## src/rtl/prescaled_counter_pkg.sv

```systemverilog
package prescaled_counter_pkg;

  // Bit offset of partition idx: partition 0 is LOW_W wide, the rest UPPER_W.
  function automatic int part_lsb(input int idx, input int low_w, input int upper_w);
    if (idx == 0) return 0;
    return low_w + (idx - 1) * upper_w;
  endfunction

  function automatic int part_width(input int idx, input int low_w, input int upper_w);
    return (idx == 0) ? low_w : upper_w;
  endfunction

endpackage

```

## src/rtl/pc_segment.sv

```systemverilog
module pc_segment #(
  parameter int SW = 4
) (
  input  logic          clk,
  input  logic          rst,
  input  logic          step,
  output logic [SW-1:0] val,
  output logic          full
);
  localparam logic [SW-1:0] ONES    = '1;
  localparam logic [SW-1:0] PRE_MAX = ONES - 1'b1;

  // full is registered so the enable chain sees a flop output, not a compare.
  always_ff @(posedge clk) begin
    if (rst) begin
      val  <= '0;
      full <= 1'b0;
    end else if (step) begin
      val  <= val + 1'b1;
      full <= (val == PRE_MAX);
    end
  end
endmodule

```

## src/rtl/pc_enable_chain.sv

```systemverilog
module pc_enable_chain #(
  parameter int NSEG = 3
) (
  input  logic            en,
  input  logic [NSEG-1:0] full,
  output logic [NSEG-1:0] step
);
  assign step[0] = en;
  for (genvar i = 1; i < NSEG; i++) begin : g_link
    assign step[i] = step[i-1] & full[i-1];
  end
endmodule

```

## src/rtl/prescaled_counter.sv

```systemverilog
module prescaled_counter
  import prescaled_counter_pkg::*;
#(
  parameter int LOW_W     = 4,
  parameter int UPPER_W   = 3,
  parameter int NUM_UPPER = 2,
  localparam int NSEG     = NUM_UPPER + 1,
  localparam int W        = LOW_W + UPPER_W * NUM_UPPER
) (
  input  logic         clk,
  input  logic         rst,
  input  logic         count_en,
  output logic [W-1:0] count_value,
  output logic         terminal_count
);
  logic [NSEG-1:0] full;
  logic [NSEG-1:0] step;

  pc_enable_chain #(.NSEG(NSEG)) u_chain (
    .en   (count_en),
    .full (full),
    .step (step)
  );

  for (genvar i = 0; i < NSEG; i++) begin : g_seg
    localparam int LSB = part_lsb(i, LOW_W, UPPER_W);
    localparam int SW  = part_width(i, LOW_W, UPPER_W);
    logic [SW-1:0] seg_val;

    pc_segment #(.SW(SW)) u_seg (
      .clk  (clk),
      .rst  (rst),
      .step (step[i]),
      .val  (seg_val),
      .full (full[i])
    );
    assign count_value[LSB +: SW] = seg_val;
  end

  assign terminal_count = &full;
endmodule

```

## config.mk

```make
export PLATFORM = sky130hd
export DESIGN_NAME = prescaled_counter
export DESIGN_NICKNAME = d
export VERILOG_FILES = /design/src/rtl/prescaled_counter_pkg.sv /design/src/rtl/pc_segment.sv /design/src/rtl/pc_enable_chain.sv /design/src/rtl/prescaled_counter.sv
export SDC_FILE = /design/constraint.sdc
export NUM_CORES = 1
export LEC_CHECK = 0
export BUFFER_PORTS_ARGS = -buffer_cell sky130_fd_sc_hd__buf_2
export CAP_MARGIN = 10
export CELL_PAD_IN_SITES_DETAIL_PLACEMENT = 0
export CELL_PAD_IN_SITES_GLOBAL_PLACEMENT = 1
export CORE_UTILIZATION = 43
export CTS_CLUSTER_SIZE = 8
export DETAILED_ROUTE_END_ITERATION = 16
export PLACE_DENSITY_LB_ADDON = 0.1
export SLEW_MARGIN = 15
export SYNTH_ARGS = -nofsm -noshare
export SYNTH_HDL_FRONTEND = slang
export SYNTH_SLANG_ARGS = --single-unit
```

## constraint.sdc

```tcl
create_clock -name clk -period 2.5 [get_ports clk]
set_input_delay 0.125 -clock clk [delete_from_list [all_inputs] [get_ports clk]]
set_output_delay 0.125 -clock clk [all_outputs]
set_load 0.01 [all_outputs]
```

# Word level (Yosys, flattened, before mapping)
# Cells that the tools add are included.
[totals] register_bits=13 latchBits=0 mem_bits_rw=0 romBits=0 inputBits=3 out_inout_bits=11 n_memories=0
[classes] add_sub_neg=3 multipliers=0 div_mod_pow=0 magnitude_cmp=0 n_eq_ne=3 n_shift=0 mux=0 n_bitwise=2 n_reduce_logical=1
[ops] operator="adder 3 x 1 -> 3 bit, second input constant" count=2
[ops] operator="== test 3 bit, second input constant" count=2
[ops] operator="adder 4 x 1 -> 4 bit, second input constant" count=1
[ops] operator="== test 4 bit, second input constant" count=1
[ops] operator="AND reduction 3 bit" count=1
[ops] operator="AND 1 bit" count=2

# Depth between registers and ports, before layout
# Gate-level depths: netlist of the first run.
[logic_depth] depth_word=2 mapped_depth=4

# Hierarchy
# Synthesis of the first run repeated with hierarchy kept, for this count alone.
[hier_totals] cells_unflattened=63 hier_area_um2=628.1
[by_module_without_submodules] mod="pc_segment at g_seg[1].u_seg ..." n_inst=2 cells_each=18 area_per_inst_um2=180.2 seq_area_each_um2=80.1
[by_module_without_submodules] mod="pc_segment at g_seg[0].u_seg" n_inst=1 cells_each=23 area_per_inst_um2=241.5 seq_area_each_um2=100.1
[by_module_without_submodules] mod="pc_enable_chain" n_inst=1 cells_each=3 area_per_inst_um2=20.0 seq_area_each_um2=0.0
[by_module_without_submodules] mod="prescaled_counter" n_inst=1 cells_each=1 area_per_inst_um2=6.3 seq_area_each_um2=0.0

# Worst setup path before layout of the first run
# Ideal clock, no wire load.
[synth_timing] path_type="reg2reg" startpoint="register g_seg[2].u_seg.val[0]" endpoint="register g_seg[2].u_seg.val[2]" setup_time_ns=0.121 arrival_ns=0.946 slack_ns=1.433 path_stages_with_launch=4 period_less_slack_ns=1.067 path_cell_list="dfxtp_1 ha_1 nand4_1 mux2_2"
[synth_between] elab_chain_len=1
[synth_rtl] element="from (decl)" line_no="pc_segment.sv:7" text="output logic [SW-1:0] val,"
[synth_rtl] element="from (signal assigned)" line_no="pc_segment.sv:19" text="val <= val + 1'b1;"
[synth_rtl] element="adder 3 x 1 -> 3 bit" line_no="pc_segment.sv:19"
# Every way passes these cells.
# A chain may end at the register's enable or synchronous reset.

# Worst setup path after layout of the first run
[layout_timing] startpoint="register g_seg[0].u_seg.full" endpoint="output port terminal_count"
[layout_between] elab_chain_len=1
[layout_rtl] element="from (decl)" line_no="pc_segment.sv:8" text="output logic full"
[layout_rtl] element="from (signal assigned)" line_no="pc_segment.sv:20" text="full <= (val == PRE_MAX);"
[layout_rtl] element="AND reduction 3 bit" line_no="prescaled_counter.sv:40" text="assign terminal_count = &full;"
[layout_rtl] element="to (decl)" line_no="prescaled_counter.sv:14" text="output logic terminal_count"
# Every way passes these cells.

==> impl_metrics.toml, run 1 <==
[timing]
fmax_mhz = 785
setup_viol = 0
drv_slew = 0
slew_headroom = 0.748
final.setup.tns_ns = 0
tightest_slew_ns = 0.378
layout_worst_path_cycle_share = 0.510
hold_violations = 0
skew_ns = 0.00238
min_period_ns = 1.27
rsz0062_at_grt = "false"

[power]
power.density_mw_per_mm2 = 488
power.switching_w = 0.0000865
vdd_drop_max_mv = 0.238
p_int_w = 0.000283
leakage_nw = 0.340
seq_power_share = 0.583
clkPwrFrac = 0.347
switching_share = 0.234
combinationalPowerShare = 0.070

[global_route]
grtUsageTotal = 0.157
grt-ovfl-total = 0
grt_pass1_vias = 491
antenna_found_initial = 0
grt_max_degree = 19
grt_first_pass_wirelength_um = 2070

[route]
route.met2.wl_um = 502
wl_met3_um = 46
vias = 511
drc = 0
avgRoutedWirePerCell_um = 11.8
drt-vias-per-instance = 5.38
routed_wl_um = 1120
drt_iter0_markers = 1
dr.pass1.iters = 2
wl_met1_um = 545
antenna_left = 0
highest_layer = "met4"

[synthesis]
synth.avg_cell_area_um2 = 10.5
yosysSeqAreaShare = 0.370
synth_cells = 67
synth_cell_types = 24
synth_warnings = 0
synth_area_um2 = 703
syn_nets = 76
yosysTopAreaCellShare = 0.370
synth.area.top_cells = "dfxtp_1, ha_1, buf_6, a21bo_2, mux2_4"
yosys.area.top_type = "dfxtp_1"
synth_seq_cells = 13

[place]
routabilityCongestion = 0.680
port_buffers = 13

[worst_setup_path]
r2r_slack_ns = 1.28
start_kind = "flip-flop"
worstSetupEndpoint = "terminal_count"
worstPathArrival_ns = 1.15
crit_start = "g_seg[0].u_seg.full"
endpoint_kind = "primary output"
r2r-start = "g_seg[0].u_seg.full"
crit_required_ns = 2.38
criticalPathCategory = "flip-flop to primary output"
timing.rr.end = "g_seg[2].u_seg.val[0]"
cp_max_fo = 12
r2r.worst_path.cells = 2

[die]
die_area_mm2 = 0.00180
fp.coreArea_mm2 = 0.00152
rows = 14
num_io_pins = 14
die_h_um = 42.4
die-width_um = 42.4
initial_core_util = 0.461

[run_status]
status = "complete, no violations"

[final_layout]
nFillCells = 166
area_delta_synth_final_pct = 7.47
drive_gt1_frac = 0.329
multi_input_area_um2 = 373
seqCellArea_um2 = 260
antenna_cells = 0
fin_util = 0.496
fin_nets = 89

[cts]
cts.repair.resized = 0
worstSkewPairLatency_ns = 0.27
clk_pin_slew_ns = 0.07
cts_max_level = 1
cts-root-buf = "clkbuf_4"
cts_tree = "built"
clk_path_buf_depth = 2
hold_buffers = 0
cts_buffers = 3
clkSinkCount = 13
post_cts_buffers = 0

[worst_hold_path]
hold_path.class = "input port to flip-flop"

[flow_run]
drv_cap = 0
==> power by group through the flow <==
stage / registers (W) / clock network [W] / logic, W
floorplan: 0.000221 / 0 / 0.0000231
global placement: 0.000220 / 0 / 0.0000257
detailed placement: 0.000220 / 0 / 0.0000260
CTS: 0.000215 / 0.000140 / 0.0000262
global route: 0.000216 / 0.000146 / 0.0000303
finish: 0.000215 / 0.000128 / 0.0000258
==> worst min-delay path by stage <==
stage	cells after the start	slack [ns]	endpoint	startpoint
after global routing	2	0.24	g_seg[1].u_seg.val[0]	rst
after CTS	2	0.21	g_seg[0].u_seg.val[0]	rst
after floorplan	3	0.42	g_seg[2].u_seg.full	rst
after detailed placement	2	0.47	g_seg[2].u_seg.full	g_seg[2].u_seg.full
after global placement	2	0.47	g_seg[2].u_seg.full	g_seg[2].u_seg.full
final	2	0.22	g_seg[0].u_seg.val[0]	rst
==> worst max-delay path: stages (launching register included) <==
cell and delay (ns):
dfxtp_1 0.55, and3_1 0.20, buf_2 0.12
==> Yosys cell counts, drive strengths merged <==
library cell and count:
dfxtp 13, ha 6, nor2 6, a21oi 5, buf 4, mux2 4, nand4 4, a21bo 3
inv 3, nand3b 3, nor2b 3, a211oi 2, and3 2, nand2b 2, a311oi 1, a31oi 1
and2b 1, clkbuf 1, mux2i 1, nand3 1, xnor2 1
==> kinds of logic after synthesis <==
kind of cell	after synthesis	share of synthesized area
compound gates	12	0.128
xor+xnor	1	0.0125
fa+ha+maj	6	0.107
buf+inv	8	0.0996
flops	13	0.370
mux	5	0.0890
simple gates	22	0.194
==> final cells by class <==
| class | instances | area share |
|---|---|---|
| tap | 16 | 0.0265 |
| timing repair buffer | 13 | 0.0861 |
| sequential | 13 | 0.344 |
| multi-input combinational | 46 | 0.493 |
| inverter | 3 | 0.0149 |
| clock buffer | 4 | 0.0348 |
==> registers in the layout (all words and copies together) (netlist names) <==
signal,count
g_seg.u_seg.val,10
g_seg.u_seg.full,3
==> placed cells by master (no fill, tap or decap) <==
master	n
and2b_1	1
a21oi_1	5
nor2_1	6
mux2_2	2
a21bo_2	3
mux2_4	2
and3_1	1
a311oi_1	1
a31oi_1	1
xnor2_1	1
nand4_1	4
clkbuf_1	1
buf_2	13
nand2b_1	2
nor2b_1	3
dfxtp_1	13
clkbuf_4	3
inv_1	3
nand3b_1	3
nand3_2	1
a211oi_2	1
ha_1	6
mux2i_1	1
and3_4	1
a211oi_1	1
==> metal layers <==
metal  vias up  global-route usage
li1        259                   -
met1       236               0.194
met2        12               0.234
met3         4              0.0388
met4         0               0.113
met5         -                   0
==> through the flow <==
| stage | setup slack (ns) | power (W) | cells | hold slack [ns] | area, um^2 |
|---|---|---|---|---|---|
| 3_3_place_gp | 1.29 | 0.000246 | 91 | 0.471 | 729 |
| 4_1_cts | 1.19 | 0.000381 | 95 | 0.209 | 756 |
| 5_1_grt | 1.10 | 0.000392 | 95 | 0.239 | 756 |
| 6_report | 1.23 | 0.000369 | 95 | 0.222 | 756 |
| 2_1_floorplan | 1.43 | 0.000244 | 67 | 0.419 | 703 |
| 3_5_place_dp | 1.27 | 0.000246 | 91 | 0.466 | 729 |
(Power assumes the default switching activity.)
==> run 2, diff against run 1 <==
--- a/config.mk
+++ b/config.mk
@@ -9,7 +9,7 @@
 export CAP_MARGIN = 10
 export CELL_PAD_IN_SITES_DETAIL_PLACEMENT = 0
 export CELL_PAD_IN_SITES_GLOBAL_PLACEMENT = 1
-export CORE_UTILIZATION = 43
+export CORE_UTILIZATION = 40
 export CTS_CLUSTER_SIZE = 8
 export DETAILED_ROUTE_END_ITERATION = 16
 export PLACE_DENSITY_LB_ADDON = 0.1
==> constraint.sdc (replaced) <==
create_clock -name clk -period 1.2 [get_ports clk]
set_input_delay 0.06 -clock clk [delete_from_list [all_inputs] [get_ports clk]]
set_output_delay 0.06 -clock clk [all_outputs]
set_load 0.01 [all_outputs]
==> impl_metrics.toml, run 2 (same netlist as run 1, synthesis figures left out) <==
[run_status]
status = "complete, no violations"

[route]
vias = 507
antenna_left = 0
drt-vias-per-instance = 5.12
avgRoutedWirePerCell_um = 12.5
drt_iter0_markers = 5
routed_wl_um = 1240
dr.pass1.iters = 6
drc = 0

[timing]
setup_slack_ns = 0.0892
slew_headroom = 0.855
layout_worst_path_cycle_share = 0.926
min_period_ns = 1.11
holdWs_ns = 0.157
setup_viol = 0
final.setup.tns_ns = 0
fmax_mhz = 900
rsz0062_at_grt = "false"
hold_violations = 0
tightest_slew_ns = 0.216
drv_slew = 0
skew_ns = 0.00865

[flow_run]
drv_cap = 0

[cts]
clk_pin_slew_ns = 0.09
cts_tree = "built"
cts_buffers = 3
post_cts_buffers = 0
worstSkewPairLatency_ns = 0.28
cts-root-buf = "clkbuf_4"
clk_path_buf_depth = 2
clkSinkCount = 13
hold_buffers = 0
cts_max_level = 1
cts.repair.resized = 0

[global_route]
antenna_found_initial = 0
grt_max_degree = 14
grt.met2_usage = 0.224
top_usage_layer = "met2"
grt_first_pass_wirelength_um = 2210
use_met1 = 0.218
use_met3 = 0.0375
grt-ovfl-total = 0
grtUsageTotal = 0.161
grt_pass1_vias = 477

[place]
place_area_um2 = 759
routabilityCongestion = 0.650
dp_slack_ns = 0.0992
port_buffers = 13
hpwl_um = 848

[final_layout]
fin_nets = 93
drive_gt1_frac = 0.361
antenna_cells = 0
largest_reg_flops = 10
area_delta_synth_final_pct = 11.7
reg_top3 = "g_seg.u_seg.val x10, g_seg.u_seg.full x3"
multi_input_area_um2 = 373
largest_register = "g_seg.u_seg.val"
fin_area_um2 = 786
mostFrequentLayoutCells = "dfxtp_1, buf_2, nor2_1, ha_1, a21oi_1"
nFillCells = 164
seqCellArea_um2 = 260

[power]
finalPower_w = 0.000792
leakage_nw = 0.360
switching_share = 0.250
power.switching_w = 0.000198
clkPwrFrac = 0.359
vdd_drop_max_mv = 0.520
combinationalPowerShare = 0.075
power.density_mw_per_mm2 = 1010
p_int_w = 0.000593
seq_power_share = 0.566

[worst_hold_path]
holdCritStartpoint = "count_en"
hold_path.class = "input port to flip-flop"

[worst_setup_path]
cp_max_fo = 5
r2r_slack_ns = 0.09
start_kind = "flip-flop"
r2r-start = "g_seg[2].u_seg.val[0]"
crit_required_ns = 1.37
worstSetupEndpoint = "g_seg[2].u_seg.val[2]"
r2r.worst_path.cells = 3
endpoint_kind = "flip-flop"
worstPathArrival_ns = 1.28
crit_start = "g_seg[2].u_seg.val[0]"
timing.rr.end = "g_seg[2].u_seg.val[2]"
criticalPathCategory = "flip-flop to flip-flop"

[die]
fp.coreArea_mm2 = 0.00158
die_h_um = 43.9
rows = 14
die_area_mm2 = 0.00193
initial_core_util = 0.446
num_io_pins = 14
die-width_um = 43.9
run 2: worst max-delay path: stages (launching register included):
cell and delay (ns):
dfxtp_1 0.35, ha_1 0.21, nand4_1 0.11, mux2_2 0.33
run 2: how the worst min path moves through the flow:
stage / to / slack, ns / depth (start not counted)
after detailed placement: g_seg[1].u_seg.val[1] / 0.46 / 2
after floorplan: g_seg[2].u_seg.full / 0.35 / 3
after global routing: g_seg[1].u_seg.val[0] / 0.17 / 3
after global placement: g_seg[1].u_seg.full / 0.45 / 3
after CTS: g_seg[1].u_seg.val[1] / 0.15 / 2
final: g_seg[1].u_seg.val[1] / 0.16 / 2
run 2: metrics by stage:
step,cells,utilization
after floorplan,67,-
after global placement,95,0.482
after detailed placement,95,0.482
after CTS,99,0.498
after global routing,99,0.498
final,99,0.498
run 2: cell type report:
class | instances | area share
clock buffers | 4 | 0.0334
inverters | 3 | 0.0143
multi-input cells | 46 | 0.475
flip-flops and latches | 13 | 0.331
well taps | 16 | 0.0255
repair buffers | 17 | 0.121
run 2: routing by layer:
metal  share of wire  wire length [um]  vias to the layer above
li1                -                 -                      268
met1            0.51               635                      229
met2            0.44               542                        8
met3           0.029                36                        2
met4           0.017                21                        0
met5               0                 0                        -
run 2: power groups by stage:
stage / clock network (W) / logic [W] / registers (W)
4_1_cts: 0.000302 / 0.0000604 / 0.000449
6_report: 0.000284 / 0.0000592 / 0.000448
3_5_place_dp: 0 / 0.0000603 / 0.000459
3_3_place_gp: 0 / 0.0000595 / 0.000459
2_1_floorplan: 0 / 0.0000482 / 0.000461
5_1_grt: 0.000317 / 0.0000674 / 0.000450
==> run 3, diff against run 2 <==
--- a/config.mk
+++ b/config.mk
@@ -9,7 +9,7 @@
 export CAP_MARGIN = 10
 export CELL_PAD_IN_SITES_DETAIL_PLACEMENT = 0
 export CELL_PAD_IN_SITES_GLOBAL_PLACEMENT = 1
-export CORE_UTILIZATION = 40
+export CORE_UTILIZATION = 43
 export CTS_CLUSTER_SIZE = 8
 export DETAILED_ROUTE_END_ITERATION = 16
 export PLACE_DENSITY_LB_ADDON = 0.1
==> constraint.sdc (replaced) <==
create_clock -name clk -period 1.3 [get_ports clk]
set_input_delay 0.065 -clock clk [delete_from_list [all_inputs] [get_ports clk]]
set_output_delay 0.065 -clock clk [all_outputs]
set_load 0.01 [all_outputs]
==> impl_metrics.toml, run 3 (same netlist as run 1, synthesis figures left out) <==
[final_layout]
fin_util = 0.506
fin_nets = 91
largest_reg_flops = 10
largest_register = "g_seg.u_seg.val"
drive_gt1_frac = 0.346
reg_top3 = "g_seg.u_seg.val x10, g_seg.u_seg.full x3"
area_delta_synth_final_pct = 9.61
antenna_cells = 0
mostFrequentLayoutCells = "dfxtp_1, buf_2, nor2_1, ha_1, a21oi_1"
fin_cells = 97
nFillCells = 156

[timing]
setup_viol = 0
tightest_slew_ns = 0.311
hold_violations = 0
drv_slew = 0
fmax_mhz = 886
skew_ns = 0.00203
slew_headroom = 0.793
rsz0062_at_grt = "false"
min_period_ns = 1.13
final.setup.tns_ns = 0
layout_worst_path_cycle_share = 0.868

[worst_hold_path]
holdCritStartpoint = "rst"
holdPathStages = 2
hold_path.class = "input port to flip-flop"
hold_end = "g_seg[0].u_seg.val[0]"

[power]
seq_power_share = 0.572
combinationalPowerShare = 0.072
p_int_w = 0.000546
leakage_nw = 0.350
clkPwrFrac = 0.356
vdd_drop_max_mv = 0.548
power.density_mw_per_mm2 = 939
power.switching_w = 0.000178
switching_share = 0.246

[die]
num_io_pins = 14
die_h_um = 42.4
die_area_mm2 = 0.00180
initial_core_util = 0.461
fp.coreArea_mm2 = 0.00152
rows = 14
die-width_um = 42.4

[worst_setup_path]
max_stage_delay_ns = 0.47
critical_path.top_delay_family = "flip-flops"
cp_max_fo = 8
r2r.worst_path.cells = 2
r2r-start = "g_seg[0].u_seg.full"
worstPathArrival_ns = 1.06
r2r_slack_ns = 0.18
criticalPathCategory = "flip-flop to primary output"
start_kind = "flip-flop"
crit_required_ns = 1.24
timing.rr.end = "g_seg[2].u_seg.val[0]"
path_buf_inv = 1
path_cells = "and3_1 > buf_2"
slowest_stage = "dfxtp_1"
endpoint_kind = "primary output"

[cts]
hold_buffers = 0
post_cts_buffers = 0
cts_max_level = 1
clkSinkCount = 13
cts_tree = "built"
cts-root-buf = "clkbuf_4"
worstSkewPairLatency_ns = 0.28
clk_pin_slew_ns = 0.08
cts_buffers = 3
clk_path_buf_depth = 2
cts.repair.resized = 0

[route]
vias = 503
avgRoutedWirePerCell_um = 11.7
drc = 0
dr.pass1.iters = 3
routed_wl_um = 1140
drt-vias-per-instance = 5.19
drt_iter0_markers = 5
antenna_left = 0

[place]
routabilityCongestion = 0.681
port_buffers = 13
hpwl_um = 767
dp_cells = 93

[global_route]
grt_first_pass_wirelength_um = 1950
grt_max_degree = 19
grtUsageTotal = 0.148
antenna_found_initial = 0
grt-ovfl-total = 0
grt_pass1_vias = 458

[flow_run]
drv_cap = 0

[run_status]
status = "complete, no violations"
run 3: routing by layer:
layer	up-vias	global-route usage	share of wire
met5	-	0	0
met4	0	0.131	0.037
met3	5	0.0259	0.035
met2	11	0.215	0.40
met1	224	0.183	0.53
li1	263	-	-
run 3: how the worst max path moves through the flow:
stage / cells past startpoint / startpoint / to
floorplan: 3 / g_seg[2].u_seg.val[0] / g_seg[2].u_seg.val[2]
global placement: 2 / g_seg[0].u_seg.full / g_seg[2].u_seg.val[0]
detailed placement: 2 / g_seg[0].u_seg.full / g_seg[2].u_seg.val[0]
CTS: 2 / g_seg[0].u_seg.full / terminal_count
global route: 2 / g_seg[0].u_seg.full / terminal_count
finish: 2 / g_seg[0].u_seg.full / terminal_count
run 3: power by group through the flow:
stage | Sequential [W] | Clock, W | Combinational, W
2_1_floorplan | 0.000425 | 0 | 0.0000445
3_3_place_gp | 0.000423 | 0 | 0.0000520
3_5_place_dp | 0.000423 | 0 | 0.0000525
4_1_cts | 0.000414 | 0.000273 | 0.0000531
5_1_grt | 0.000415 | 0.000280 | 0.0000588
6_report | 0.000414 | 0.000257 | 0.0000519
run 3: metrics by stage:
| step | power (W) | setup slack [ns] | instance area (um^2) | hold slack, ns |
|---|---|---|---|---|
| 2_1_floorplan | 0.000470 | 0.233 | 703 | 0.359 |
| 3_3_place_gp | 0.000475 | 0.194 | 744 | 0.438 |
| 3_5_place_dp | 0.000476 | 0.186 | 744 | 0.451 |
| 4_1_cts | 0.000739 | 0.150 | 771 | 0.143 |
| 5_1_grt | 0.000754 | 0.120 | 771 | 0.175 |
| 6_report | 0.000723 | 0.172 | 771 | 0.154 |
run 3: final cells by class:
cell class,instances,area (um^2),share of cell area
inverters,3,11.3,0.0146
flip-flops and latches,13,260,0.338
clock buffers,4,26.3,0.0341
multi-input cells,46,373,0.484
well taps,16,20.0,0.0260
repair buffers,15,80.1,0.104
